File: src/rtl/pwm_dual_cmp_timer.sv
`timescale 1ns/10ps
module pwm_dual_cmp_timer #(
  parameter int CNT_W    = 16,
  parameter int DIVSEL_W = 4,
  parameter int ADDR_W   = 3
) (
  input  logic              clk,
  input  logic              rst_n,
  input  logic              bus_wr,
  input  logic [ADDR_W-1:0] bus_addr,
  input  logic [CNT_W-1:0]  bus_wdata,
  output logic [CNT_W-1:0]  bus_rdata,
  output logic              pwm_out,
  output logic              irq
);
  localparam int PRE_W = (1 << DIVSEL_W) - 1;
  localparam logic [ADDR_W-1:0] OFS_CMPA = ADDR_W'(0);
  localparam logic [ADDR_W-1:0] OFS_CMPB = ADDR_W'(1);
  localparam logic [ADDR_W-1:0] OFS_CNT  = ADDR_W'(2);
  localparam logic [ADDR_W-1:0] OFS_CTL  = ADDR_W'(3);
  localparam logic [ADDR_W-1:0] OFS_DIV  = ADDR_W'(4);
  localparam logic [ADDR_W-1:0] OFS_MSK  = ADDR_W'(5);
  localparam logic [ADDR_W-1:0] OFS_FLG  = ADDR_W'(6);

  logic [CNT_W-1:0]    cmp_a, cmp_b, buf_a, buf_b, cnt;
  logic                run_q, inv_q, bufen_q, lvl_q;
  logic [DIVSEL_W-1:0] div_sel;
  logic [1:0]          irq_en, irq_flag;
  logic [PRE_W-1:0]    presc, pre_mask;

  wire wr_a   = bus_wr && bus_addr == OFS_CMPA;
  wire wr_b   = bus_wr && bus_addr == OFS_CMPB;
  wire wr_cnt = bus_wr && bus_addr == OFS_CNT;
  wire wr_ctl = bus_wr && bus_addr == OFS_CTL;
  wire wr_div = bus_wr && bus_addr == OFS_DIV;
  wire wr_msk = bus_wr && bus_addr == OFS_MSK;
  wire wr_flg = bus_wr && bus_addr == OFS_FLG;

  assign pre_mask = ~({PRE_W{1'b1}} << div_sel);
  wire tick  = run_q && ((presc & pre_mask) == pre_mask);
  wire hit_a = tick && (cnt == cmp_a);
  wire hit_b = tick && (cnt == cmp_b);

  always_ff @(posedge clk or negedge rst_n) begin
    if (!rst_n) begin
      run_q   <= 1'b0;
      inv_q   <= 1'b0;
      bufen_q <= 1'b0;
      div_sel <= '0;
      irq_en  <= '0;
    end else begin
      if (wr_ctl) begin
        run_q   <= bus_wdata[0];
        inv_q   <= bus_wdata[1];
        bufen_q <= bus_wdata[2];
      end
      if (wr_div) div_sel <= bus_wdata[DIVSEL_W-1:0];
      if (wr_msk) irq_en <= bus_wdata[1:0];
    end
  end

  always_ff @(posedge clk or negedge rst_n) begin
    if (!rst_n)      presc <= '0;
    else if (!run_q) presc <= '0;
    else             presc <= presc + 1'b1;
  end

  always_ff @(posedge clk or negedge rst_n) begin
    if (!rst_n)      cnt <= '0;
    else if (wr_cnt) cnt <= bus_wdata;
    else if (hit_b)  cnt <= '0;
    else if (tick)   cnt <= cnt + 1'b1;
  end

  always_ff @(posedge clk or negedge rst_n) begin
    if (!rst_n) begin
      cmp_a <= '0;
      cmp_b <= '0;
      buf_a <= '0;
      buf_b <= '0;
    end else begin
      if (wr_a && bufen_q) buf_a <= bus_wdata;
      if (wr_b && bufen_q) buf_b <= bus_wdata;
      if (wr_a && !bufen_q)      cmp_a <= bus_wdata;
      else if (hit_b && bufen_q) cmp_a <= buf_a;
      if (wr_b && !bufen_q)      cmp_b <= bus_wdata;
      else if (hit_b && bufen_q) cmp_b <= buf_b;
    end
  end

  always_ff @(posedge clk or negedge rst_n) begin
    if (!rst_n)      lvl_q <= 1'b0;
    else if (!run_q) lvl_q <= 1'b0;
    else if (hit_b)  lvl_q <= 1'b0;
    else if (hit_a)  lvl_q <= 1'b1;
  end

  always_ff @(posedge clk or negedge rst_n) begin
    if (!rst_n) irq_flag <= '0;
    else irq_flag <= (irq_flag & ~(wr_flg ? bus_wdata[1:0] : 2'b00)) | {hit_b, hit_a};
  end

  assign pwm_out = run_q ? (lvl_q ^ inv_q) : inv_q;
  assign irq     = |(irq_flag & irq_en);

  always_comb begin
    case (bus_addr)
      OFS_CMPA: bus_rdata = bufen_q ? buf_a : cmp_a;
      OFS_CMPB: bus_rdata = bufen_q ? buf_b : cmp_b;
      OFS_CNT:  bus_rdata = cnt;
      OFS_CTL:  bus_rdata = {{(CNT_W-3){1'b0}}, bufen_q, inv_q, run_q};
      OFS_DIV:  bus_rdata = {{(CNT_W-DIVSEL_W){1'b0}}, div_sel};
      OFS_MSK:  bus_rdata = {{(CNT_W-2){1'b0}}, irq_en};
      OFS_FLG:  bus_rdata = {{(CNT_W-2){1'b0}}, irq_flag};
      default:  bus_rdata = '0;
    endcase
  end

  AST_CNT_HOLD: assert property (@(posedge clk) disable iff (!rst_n)
    (!tick && !wr_cnt) |=> $stable(cnt));
  AST_CNT_STEP: assert property (@(posedge clk) disable iff (!rst_n)
    (tick && !hit_b && !wr_cnt) |=> cnt == $past(cnt) + CNT_W'(1));
  AST_B_RESTART: assert property (@(posedge clk) disable iff (!rst_n)
    (hit_b && !wr_cnt) |=> (cnt == '0) && irq_flag[1]);
  AST_A_ACTIVE: assert property (@(posedge clk) disable iff (!rst_n)
    (hit_a && !hit_b && !wr_ctl) |=> irq_flag[0] && (pwm_out == ~inv_q));
  AST_BUF_LOAD: assert property (@(posedge clk) disable iff (!rst_n)
    (hit_b && bufen_q) |=> (cmp_a == $past(buf_a)) && (cmp_b == $past(buf_b)));
  AST_SHADOW_IDLE: assert property (@(posedge clk) disable iff (!rst_n)
    (bufen_q && !hit_b) |=> $stable(cmp_a) && $stable(cmp_b));
  AST_FLAG_CLR: assert property (@(posedge clk) disable iff (!rst_n)
    (wr_flg && bus_wdata[0] && !hit_a) |=> !irq_flag[0]);
endmodule

File: config.mk
export PLATFORM = sky130hd
export DESIGN_NAME = pwm_dual_cmp_timer
export DESIGN_NICKNAME = d
export VERILOG_FILES = /design/src/rtl/pwm_dual_cmp_timer.sv
export SDC_FILE = /design/constraint.sdc
export NUM_CORES = 1
export LEC_CHECK = 0
export ABC_AREA = 1
export BUFFER_PORTS_ARGS = -buffer_cell sky130_fd_sc_hd__buf_2
export CAP_MARGIN = 15
export CELL_PAD_IN_SITES_DETAIL_PLACEMENT = 1
export CELL_PAD_IN_SITES_GLOBAL_PLACEMENT = 2
export CORE_ASPECT_RATIO = 0.7
export CORE_UTILIZATION = 35
export CTS_BUF_LIST = sky130_fd_sc_hd__clkbuf_16
export CTS_CLUSTER_DIAMETER = 30
export DETAILED_ROUTE_END_ITERATION = 10
export PLACE_DENSITY_LB_ADDON = 0.1
export REMOVE_ABC_BUFFERS = 1
export SYNTH_ARGS = -nofsm -noshare
export SYNTH_HDL_FRONTEND = slang
export SYNTH_SLANG_ARGS = --single-unit
File: constraint.sdc
create_clock -name clk -period 2.35 [get_ports clk]
set_input_delay 0.47 -clock clk [delete_from_list [all_inputs] [get_ports clk]]
set_output_delay 0.47 -clock clk [all_outputs]
set_load 0.005 [all_outputs]
== Word level (Yosys, flattened, before mapping) ==
Index checks and enable logic that the tools add are counted.
Operators by class
  $add $sub $neg: 2
  equality and inequality tests: 10
  shift-type cells: 1
  mux-type cells: 16
  bitwise logic cells: 7
  reduce and logical (&&, ||, !) cells: 21
Operator list (count)
  $mux 16: 9
  $pmux 16 s7: 1
  $eq 16x16->1: 2
  $add 16x1->16 const B: 1
  $add 15x1->15 const B: 1
  $and 15x15->15: 1
  $eq 15x15->1: 1
  $logic_and 1x1->1: 15
  $mux 15: 1
  $not 15->15: 1
  $shl 15x4->15 const A: 1
  $eq 3x3->1 const B: 3
  $eq 3x2->1 const B: 2
  $and 2x2->2: 2
  $mux 1: 4
  $reduce_bool 2->1: 2
  $eq 3x1->1 const B: 1
  $logic_not 3->1: 1
  $ne 3x1->1 const B: 1
  $reduce_bool 3->1: 1
  $mux 2: 1
  $not 2->2: 1
  $or 2x2->2: 1
  $reduce_or 2->1: 1
  other kinds (2): 2
Storage, ports and cells
  bits in registers: 107
  input bits: 22
  output and inout bits: 18
  logic and storage cells: 70

== Depth between registers and ports, before layout ==
Gate-level depths: netlist of the first run.
  word-level depth: 9
  gate-level depth with buffers: 13
  depth with buffers taken out: 11

== Worst setup path after synthesis of the first run ==
OpenSTA, ideal clock, no wires.
  kind: register -> output
  from: reg bufen_q
  to: out bus_rdata[15]
  arrival time: 1.354 ns
  data required time: 1.880 ns
  slack: 0.526 ns
  stages on the path, launching flop included: 8
  buffers on the path: 3
  cell sequence: dfrtp_1 > buf_2 > clkbuf_1 > clkbuf_1 > nand2_1 > o21ai_0 > nand2_1 > o211ai_1
On the way
  word-level cells in the longest chain between the ends: 2
  elaborated cells on any way between the ends: 3
  classes of those cells: 3 x mux
Ends and longest elaborated chain
  start, declared: line 26  | logic run_q, inv_q, bufen_q, lvl_q;
  start signal, assigned: line 55  | bufen_q <= bus_wdata[2];
  $mux 16, on equally long branches: line 109, 108
  $pmux 16 s7 (*): line 107  | case (bus_addr)
  end, declared: line 12  | output logic [CNT_W-1:0] bus_rdata,
Mark *: on every way between the ends. The rest lies on a longest branch, timed or not.

== Worst setup path after layout of the first run ==
  from: reg bufen_q
  to: out bus_rdata[10]
Same word-level chain as after synthesis.

==> out/results.ini, run 1 <==
[final_layout]
nets = 999
area_delta_synth_final_pct = 13.18
diodes = 0
mostFrequentLayoutCells = nand2_1 (307), dfrtp_1 (106), inv_1 (91)
drive_gt1_share_pct = 12.24
postLayoutCellArea_mm2 = 0.007476
final_common_cell = nand2_1

[routing]
final_antenna_net_count = 0
dr.pass1.iters = 7
drcViolationCount = 4
drt-initial-drc-count = 401
routed-via-count = 6433
wl_per_cell_um = 19.07
viasPerCell = 5.290
drt-total-wl_um = 23190

[outcome]
outcome = finished with violations
violations = design-rule violations

[logic_synthesis]
synth_area_mm2 = 0.006605
synth_cells = 939
synthArstFlopShare_pct = 100.0
ys_ff_latch = 107
synth-edff-count = 0
netlist-cell-type-count = 38
synth_ff_type = dfrtp_1
yosysSeqAreaShare_pct = 40.54
yosys_warnings = 0
avgSynthCellArea_um2 = 7.034

[pwr]
sequentialPowerShare_pct = 43.6
p_leak_uw = 0.003605
switching_share_pct = 38.37
combinationalPowerShare_pct = 31.1
power_switching_uw = 2439
internal_power_uw = 3919
peakVddDrop_uv = 324.6
power_density_mw_per_mm2 = 850.5
clockPowerShare_pct = 25.4

[global_routing]
grt-ovfl-total = 0
gr-usage-all-layers_pct = 25.13
grt_max_degree = 36
antenna_found_initial = 0
grt_pass1_vias = 6643
grt_first_pass_wirelength_um = 37260

[die]
start_util_pct = 36.17
die_h_um = 116.9
dieArea_mm2 = 0.01943
core_area_mm2 = 0.01826
die_w_um = 166.2
core.rowCount = 41
pin_count = 40

[worst_setup_path]
critPathMaxFanout = 3
crit_type = reg -> out
r2r_end = cmp_b[13]$_DFFE_PN0P_
cp_slowest_cell = dfrtp_2
worst_setup_path_start_kind = flop
worst_path_most_repeated_cell = buf_4
regToRegStartpoint = div_sel[2]$_DFFE_PN0P_
r2r_slack_ns = 0.21
arrival_ns = 1.75
worstPathCellList = clkinvlp_4 > buf_4 > buf_4 > nand2_1 > a21oi_1 > a221o_1 > buf_2
max_stage_delay_ns = 0.42
reg2regPathDepth = 11
cp.required_ns = 1.88
endpoint_kind = output pin
critPathTopFamily = buffers and inverters
critPathBufInv = 4

[timing]
clock_skew_ns = 0.01092
finalMaxSlewViolations = 0
fin_crit_sh_pct = 94.60
max_clock_freq_mhz = 449.8
final_hold_viol_count = 0
setup_viol = 0
fin_ws_ns = 0.1269
worst_slew_pin_slew_ns = 0.5895
rsz0062_at_grt = no
whs_ns = 0.06642
setup_tns_ns = 0
slew_headroom_pct = 60.34
fin_crit_ns = 2.223

[placed_design]
placed_cell_area_mm2 = 0.007142
gp_congestion = 0.8539
dp_slack_ns = 0.2072
port_buffers = 39
hpwl_um = 17010

[flow_run]
maxCapViolations = 0

[clocking]
clk_latency_ns = 0.36
cts_buffers = 9
ctsLongestPathBuffers = 2
numClockSinks = 107
tritoncts = yes
cts_root_buffer = clkbuf_16
clk_pin_slew_ns = 0.08
cts_max_level = 3

[min_path]
worstHoldPathType = in -> async

==> what timing repair did <==
item,CTS,global route
setup buffers,1,1
hold endpoints to repair,0,0
hold buffers,0,0
setup endpoints to repair,10,9
resized for setup,1,1
==> cells by family (layout without fill, tap and decap cells) <==
| group | Yosys count | count (layout) | share of synthesized area (%) |
|---|---|---|---|
| simple gates | 494 | 494 | 32.49 |
| buf+inv | 158 | 199 | 10.08 |
| compound gates | 148 | 148 | 12.54 |
| flops | 107 | 107 | 40.54 |
| xor+xnor | 30 | 30 | 3.978 |
| fa+ha+maj | 2 | 2 | 0.3788 |
==> power by group through the flow <==
stage | Clock (uW) | Sequential [uW] | Combinational, uW
6_report | 1610 | 2770 | 1980
4_1_cts | 1640 | 2770 | 1990
5_1_grt | 1710 | 2840 | 2260
3_5_place_dp | 0 | 2800 | 1960
3_3_place_gp | 0 | 2770 | 1900
2_1_floorplan | 0 | 2700 | 1270
==> sequential cells by signal, indices dropped and copies added (netlist names), 2 cells and up <==
signal and cells:
cmp_b 16, div_sel 4, cmp_a 16, buf_b 16, cnt 16, irq_en 2, irq_flag 2, presc 15
buf_a 16
==> layout make-up <==
class,instances,area (um^2)
clock buffers,9,225.2
clock inverters,7,76.32
fillers,2346,10790
inverters,105,397.9
multi-input cells,674,3262
flip-flops and latches,107,2679
well taps,236,295.3
repair buffers,78,540.5
==> metal layers <==
metal	global-route usage [%]	vias up	part of all wire [%]
met4	6.791	0	1.3
met5	0	-	0
met2	38.79	117	41
met3	3.900	23	4.7
met1	36.59	3194	53
li1	-	3099	-
==> worst max-delay path by stage <==
stage	start	endpoint	slack, ns	depth (start not counted)
floorplan	bufen_q$_DFFE_PN0P_	bus_rdata[5]	-0.20	4
global placement	bus_addr[0]	bus_rdata[0]	0.22	8
detailed placement	bus_addr[1]	bus_rdata[1]	0.21	7
CTS	bufen_q$_DFFE_PN0P_	bus_rdata[9]	0.04	6
global route	bufen_q$_DFFE_PN0P_	bus_rdata[0]	0.03	7
finish	bufen_q$_DFFE_PN0P_	bus_rdata[10]	0.13	7
==> through the flow <==
step                cells  total power, uW  util [%]
floorplan             886             3968         -
global placement     1198             4671     39.11
detailed placement   1198             4754     39.11
CTS                  1215             6398     40.89
global route         1216             6819     40.94
finish               1216             6358     40.94
==> synth_stat cells, types with 13 or more instances <==
| master | n | area share, % |
|---|---|---|
| nor2_1 | 50 | 2.8 |
| nand4_1 | 24 | 2.3 |
| dfrtp_1 | 107 | 41 |
| a21oi_1 | 28 | 2.1 |
| inv_1 | 92 | 5.2 |
| nand2_1 | 307 | 17 |
| buf_2 | 28 | 2.1 |
| inv_2 | 13 | 0.74 |
| o21ai_0 | 76 | 5.8 |
| nand3_1 | 88 | 6.7 |
| o21ai_1 | 17 | 1.3 |
| clkbuf_1 | 18 | 1.0 |
| xnor2_1 | 22 | 2.9 |
Power figures use the tool's default switching activity.
==> run 2: changes to the inputs <==
- HOLD_SLACK_MARGIN: unset -> 0.12
- PLACE_DENSITY_LB_ADDON: 0.1 -> 0.12
==> run 2 against run 1 <==
Net effect:
- the flow still finishes with violations (design-rule violations)
- critical endpoint is now bus_rdata[1]
- via count decreased by 0.37%
- power decreased by 2.0%
- register-to-register slack improved by 0.13 ns
- clock skew decreased by 0.0043 ns
- largest cell class unchanged
==> out/results.ini, run 2 (same netlist as run 1, synthesis figures left out) <==
[outcome]
outcome = finished with violations
violations = design-rule violations

[timing]
whs_ns = 0.1052  ; +0.03879 ns
fin_crit_sh_pct = 94.70  ; +0.10 points
setup_viol = 0  ; unchanged
rsz0062_at_grt = no
max_clock_freq_mhz = 449.3  ; -0.11%
clock_skew_ns = 0.006642  ; -0.004275 ns
worst_slew_pin_slew_ns = 0.7178  ; +0.1284 ns
finalMaxSlewViolations = 0  ; unchanged
fin_crit_ns = 2.226  ; +0.002449 ns
final_hold_viol_count = 0  ; unchanged
slew_headroom_pct = 52.14  ; -8.2 points
setup_tns_ns = 0  ; unchanged

[routing]
dr.pass1.iters = 7  ; unchanged
wl_per_cell_um = 18.92  ; -0.82%
final_antenna_net_count = 0  ; unchanged
drcViolationCount = 1  ; -3
drt-initial-drc-count = 398  ; -0.75%
viasPerCell = 5.297  ; +0.12%
drt-total-wl_um = 22890  ; -1.3%
routed-via-count = 6409  ; -0.37%

[pwr]
p_leak_uw = 0.003576  ; -0.82%
power_density_mw_per_mm2 = 838.8  ; -1.4%
peakVddDrop_uv = 381.2  ; +17%
total_power_uw = 6232  ; -2.0%

[clocking]
numClockSinks = 107  ; unchanged
cts_root_buffer = clkbuf_16
clk_latency_ns = 0.36  ; about the same
ctsLongestPathBuffers = 2  ; unchanged
cts_max_level = 3  ; unchanged
tritoncts = yes
clk_pin_slew_ns = 0.08  ; about the same
cts_buffers = 9  ; unchanged

[final_layout]
nets = 993  ; -0.60%
diodes = 0  ; unchanged
drive_gt1_share_pct = 11.81  ; -0.44 points
final_common_cell = nand2_1
mostFrequentLayoutCells = nand2_1 (307), dfrtp_1 (107), inv_1 (92)
area_delta_synth_final_pct = 12.48
fin_util_pct = 40.68  ; -0.25 points

[global_routing]
grt_first_pass_wirelength_um = 37140  ; -0.34%
grt_max_degree = 108  ; +200%
grt_pass1_vias = 6680  ; +0.56%
antenna_found_initial = 0  ; unchanged
gr-usage-all-layers_pct = 24.97  ; -0.16 points
grt-ovfl-total = 0  ; unchanged

[worst_setup_path]
r2r_end = cnt[8]$_DFFE_PN0P_
endpoint_kind = output pin
arrival_ns = 1.76  ; about the same
worst_path_most_repeated_cell = nand2_1
critPathMaxFanout = 15  ; +12
cp_slowest_cell = dfrtp_1
crit_type = reg -> out
worstPathCellList = clkinvlp_4 > buf_12 > nand2_1 > a21oi_1 > a211oi_1 > nand2_1 > buf_2
cp.required_ns = 1.88  ; about the same
worst_setup_path_start_kind = flop
regToRegStartpoint = div_sel[2]$_DFFE_PN0P_
max_stage_delay_ns = 0.45  ; +0.03 ns
r2r_slack_ns = 0.34  ; +0.13 ns
reg2regPathDepth = 11  ; unchanged

[placed_design]
gp_congestion = 0.8461  ; -0.91%
port_buffers = 39  ; unchanged
hpwl_um = 16570  ; -2.6%

[die]
pin_count = 40  ; unchanged
start_util_pct = 36.17  ; unchanged
core.rowCount = 41  ; unchanged
dieArea_mm2 = 0.01943  ; unchanged
die_h_um = 116.9  ; unchanged
die_w_um = 166.2  ; unchanged
core_area_mm2 = 0.01826  ; unchanged

[min_path]
worstHoldPathType = in -> async

[flow_run]
maxCapViolations = 0  ; unchanged

## run 2: metrics by stage
stage / instances / area (um^2) / setup slack (ns)
after CTS: 1210 / 7420 / 0.09596
after floorplan: 886 / 6334 / -0.1983
after global placement: 1193 / 7117 / 0.1690
after global routing: 1210 / 7430 / 0.02856
after detailed placement: 1193 / 7117 / 0.1264
final: 1210 / 7430 / 0.1245
## run 2: metal layers
layer | vias up | global-route usage (%) | routed length (um)
met3 | 15 | 4.338 | 954
met4 | 0 | 4.922 | 207
met5 | - | 0 | 0
met2 | 101 | 38.93 | 9715
li1 | 3096 | - | -
met1 | 3197 | 36.41 | 12010
## run 2: worst max-delay path: cells and delay by family (launching register included)
family	cells	cell delay [ns]
flops	1	0.45
simple gates	2	0.15
compound gates	2	0.31
buf+inv	3	0.48
## run 2: cell type report
class                           instances  area (um^2)
Timing Repair Buffer                   72        508.0
Inverter                              105        397.9
Tap cell                              236        295.3
Clock inverter                          7        53.80
Fill cell                            2336        10830
Multi-Input combinational cell        674         3272
Sequential cell                       107         2678
Clock buffer                            9        225.2
## run 2: worst max-delay path by stage
stage / start / to / depth (start not counted) / slack [ns]
6_report: bufen_q$_DFFE_PN0P_ / bus_rdata[1] / 7 / 0.12
5_1_grt: bufen_q$_DFFE_PN0P_ / bus_rdata[1] / 7 / 0.03
4_1_cts: bufen_q$_DFFE_PN0P_ / bus_rdata[0] / 7 / 0.1
3_5_place_dp: bus_addr[0] / bus_rdata[0] / 8 / 0.13
3_3_place_gp: bus_addr[0] / bus_rdata[0] / 8 / 0.17
2_1_floorplan: bufen_q$_DFFE_PN0P_ / bus_rdata[5] / 4 / -0.20
## run 2: repair_timing
action,CTS,global route
endpoints found under the setup margin,8,1
setup buffers,1,0
hold buffers,0,0
gates resized for setup,1,2
## run 2: report_power, final
part / switching (uW) / internal, uW / total (uW)
logic: 1160 / 801 / 1960
registers: 513 / 2270 / 2780
clock network: 765 / 728 / 1490
total: 2430 / 3800 / 6230
==> run 3: changes to the inputs <==
- ABC_AREA: 1 -> unset
- ABC_CLOCK_PERIOD_IN_PS: unset -> 2350
- CORE_UTILIZATION: 35 -> 39
==> run 3 against run 2 <==
Net effect:
- the flow finishes with violations (negative setup slack)
- combinational power grew 7%
- routed wire length down 3.4%
- critical path depth is 2 higher
- register-to-register slack worse by 0.36 ns
- count of clock-buffer cells in the layout stayed put
- sequential cell count is the same
- non-clock buffer count rose by 57
- sequential share of layout area decreased by 1.9 points
- largest cell class unchanged
- highest routed layer unchanged
==> out/results.ini, run 3 <==
[outcome]
outcome = finished with violations
violations = negative setup slack

[routing]
routed-via-count = 5632  ; -12%
drt-initial-drc-count = 391  ; -1.8%
wl_per_cell_um = 23.37  ; +24%
dr.pass1.iters = 5  ; -2
final_antenna_net_count = 0  ; unchanged
drt-total-wl_um = 22110  ; -3.4%
viasPerCell = 5.953  ; +12%
drcViolationCount = 0  ; -1

[die]
dieArea_mm2 = 0.01672  ; -14%
core_area_mm2 = 0.01564  ; -14%
die_h_um = 108.5  ; -7.2%
pin_count = 40  ; unchanged
die_w_um = 154.1  ; -7.3%
core.rowCount = 38  ; -7.3%
start_util_pct = 40.39  ; +4.2 points

[worst_setup_path]
cp_slowest_cell = or4_1
max_stage_delay_ns = 0.48  ; +0.03 ns
crit_type = reg -> reg
worst_setup_path_start_kind = flop
worst_path_most_repeated_cell = buf_4
endpoint_kind = flop
cp.required_ns = 2.65  ; +0.77 ns
critPathMaxFanout = 8  ; -7
critPathBufInv = 3  ; unchanged
worstPathCellList = buf_4 > nand3b_1 > a21boi_0 > o41ai_2 > buf_4 > nand4b_4 > buf_4 > or4_1 > nand3_1
critPathTopFamily = simple AND/OR/NAND/NOR gates
arrival_ns = 2.67  ; +0.91 ns

[global_routing]
antenna_found_initial = 0  ; unchanged
gr-usage-all-layers_pct = 27.51  ; +2.5 points
grt_pass1_vias = 5676  ; -15%
grt-ovfl-total = 0  ; unchanged
grt_max_degree = 44  ; -59%
grt_first_pass_wirelength_um = 34020  ; -8.4%

[placed_design]
hpwl_um = 15470  ; -6.6%
port_buffers = 39  ; unchanged
gp_congestion = 0.8598  ; +1.6%

[timing]
fin_crit_ns = 2.373  ; +0.1475 ns
slew_headroom_pct = 64.38  ; +12 points
finalMaxSlewViolations = 0  ; unchanged
worst_slew_pin_slew_ns = 0.5343  ; -0.1835 ns
fin_ws_ns = -0.02302  ; -0.1475 ns
clock_skew_ns = 0.008960  ; +0.002319 ns
whs_ns = 0.3852  ; +0.2800 ns
fin_crit_sh_pct = 101.0  ; +6.3 points
final_hold_viol_count = 0  ; unchanged
max_clock_freq_mhz = 421.4  ; -6.2%
rsz0062_at_grt = yes
setup_viol = 3  ; +3

[pwr]
power_density_mw_per_mm2 = 804.9  ; -4.0%
p_leak_uw = 0.003485  ; -2.5%
total_power_uw = 6320  ; +1.4%
peakVddDrop_uv = 322.4  ; -15%

[logic_synthesis]
yosysTopAreaCell = dfrtp_1
synth_ff_type = dfrtp_1
netlist-cell-type-count = 57  ; +50%
avgSynthCellArea_um2 = 9.661  ; +37%
ys_ff_latch = 107  ; unchanged
synth_top_cell_area_share_pct = 42.38  ; +1.8 points
yosys_warnings = 0  ; unchanged
synth.most_common_cell = dfrtp_1
synth_area_leaders = dfrtp_1 (42%), mux2_2 (7.5%), xnor2_1 (6.0%), mux2i_1 (4.6%), nand2_1 (4.4%)
yosysSeqAreaShare_pct = 42.38  ; +1.8 points
synth-edff-count = 0  ; unchanged
synth_cells = 654  ; -30%
synthArstFlopShare_pct = 100.0  ; unchanged
netlist_top_cells_count = dfrtp_1 (107), nand2_1 (74), nor2_1 (44)
synth_area_mm2 = 0.006319  ; -4.3%

[final_layout]
diodes = 0  ; unchanged
final_common_cell = dfrtp_1
drive_gt1_share_pct = 29.49  ; +18 points
fin_util_pct = 50.19  ; +9.5 points
nets = 766  ; -23%
area_delta_synth_final_pct = 24.26
mostFrequentLayoutCells = dfrtp_1 (105), nand2_1 (74), buf_4 (73)

[min_path]
worstHoldPathType = in -> reg

[clocking]
clk_latency_ns = 0.37  ; about the same
tritoncts = yes
cts_max_level = 3  ; unchanged
numClockSinks = 107  ; unchanged
ctsLongestPathBuffers = 2  ; unchanged
cts_buffers = 9  ; unchanged
clk_pin_slew_ns = 0.07  ; about the same
cts_root_buffer = clkbuf_16

[flow_run]
maxCapViolations = 0  ; unchanged

## run 3: changes by cell type after synthesis, moves of 22 or more
cell | before | now
mux2i_1 | 0 | 29
clkbuf_1 | 18 | 41
inv_1 | 92 | 2
nand3_1 | 88 | 40
buf_2 | 28 | 3
mux2_2 | 0 | 42
nand2_1 | 307 | 74
o21ai_0 | 76 | 7
and2_1 | 0 | 22
## run 3: per-stage QoR
stage               setup WS (ns)  std cells  area, um^2  setup TNS [ns]
CTS                    -0.0004785        938        7599      -0.0004785
global route              -0.1117        946        7851          -1.094
finish                   -0.02302        946        7851        -0.03797
floorplan                  -1.506        602        6093          -62.12
detailed placement       -0.08956        913        7179          -1.164
global placement         -0.09657        913        7179          -1.428
## run 3: final cells by class
cell class                 instances  area, um^2
timing repair buffer             129        1061
clock inverter                     6       58.81
tap                              200       250.2
inverter                           2       7.507
clock buffer                       9       225.2
sequential                       107        2680
multi-input combinational        493        3568
fill                            1759        7791
## run 3: path summary, 6_finish.rpt
check | depth (start not counted) | slack [ns] | end | from
max | 9 | -0.02 | cnt[7]$_DFFE_PN0P_ | div_sel[1]$_DFFE_PN0P_
min | 2 | 0.39 | cmp_b[14]$_DFFE_PN0P_ | bus_wdata[14]
max reg2reg | 9 | -0.02 | cnt[7]$_DFFE_PN0P_ | div_sel[1]$_DFFE_PN0P_
min reg2reg | 2 | 0.53 | lvl_q$_DFFE_PN0P_ | lvl_q$_DFFE_PN0P_
max in group asynchronous | 3 | 1.11 | buf_b[15]$_DFFE_PN0P_ | rst_n
min in group asynchronous | 2 | 0.58 | presc[7]$_DFF_PN0_ | rst_n
## run 3: cell families after synthesis
family / share of synthesized area, %
AND/OR/NAND/NOR: 23.49
flip-flops: 42.38
AO/OA/AOI/OAI: 11.39
multiplexers: 12.44
buffers and inverters: 3.683
XOR/XNOR: 6.238
adder cells (fa/ha/maj): 0.3960
## run 3: worst register-to-register path, cell delays in order (launching register included)
cell and delay (ns):
dfrtp_2 0.47, buf_4 0.17, nand3b_1 0.08, a21boi_0 0.11, o41ai_2 0.35, buf_4 0.23, nand4b_4 0.15, buf_4 0.17
or4_1 0.48, nand3_1 0.11
## run 3: layer usage
layer | GRT usage [%] | share of wire [%] | vias up
met2 | 41.33 | 43 | 157
met3 | 4.770 | 4.7 | 34
met4 | 6.786 | 1.6 | 0
met1 | 40.82 | 51 | 2904
met5 | 0 | 0 | -
li1 | - | - | 2537
## run 3: where the power goes
part | total [uW] | switching, uW | leakage [uW] | internal (uW)
Clock | 1540 | 729 | 0.000138 | 814
Combinational | 2090 | 1060 | 0.00200 | 1040
Sequential | 2680 | 421 | 0.00135 | 2260
## run 3: repair_timing
| action | CTS | global route |
|---|---|---|
| gates cloned | 1 | 1 |
| hold buffers | 1 | 0 |
| setup buffers | 8 | 7 |
| resized for setup | 12 | 27 |
| endpoints found under the setup margin | 31 | 37 |
| pin swaps | 6 | 4 |
| endpoints found under the hold margin | 26 | 0 |
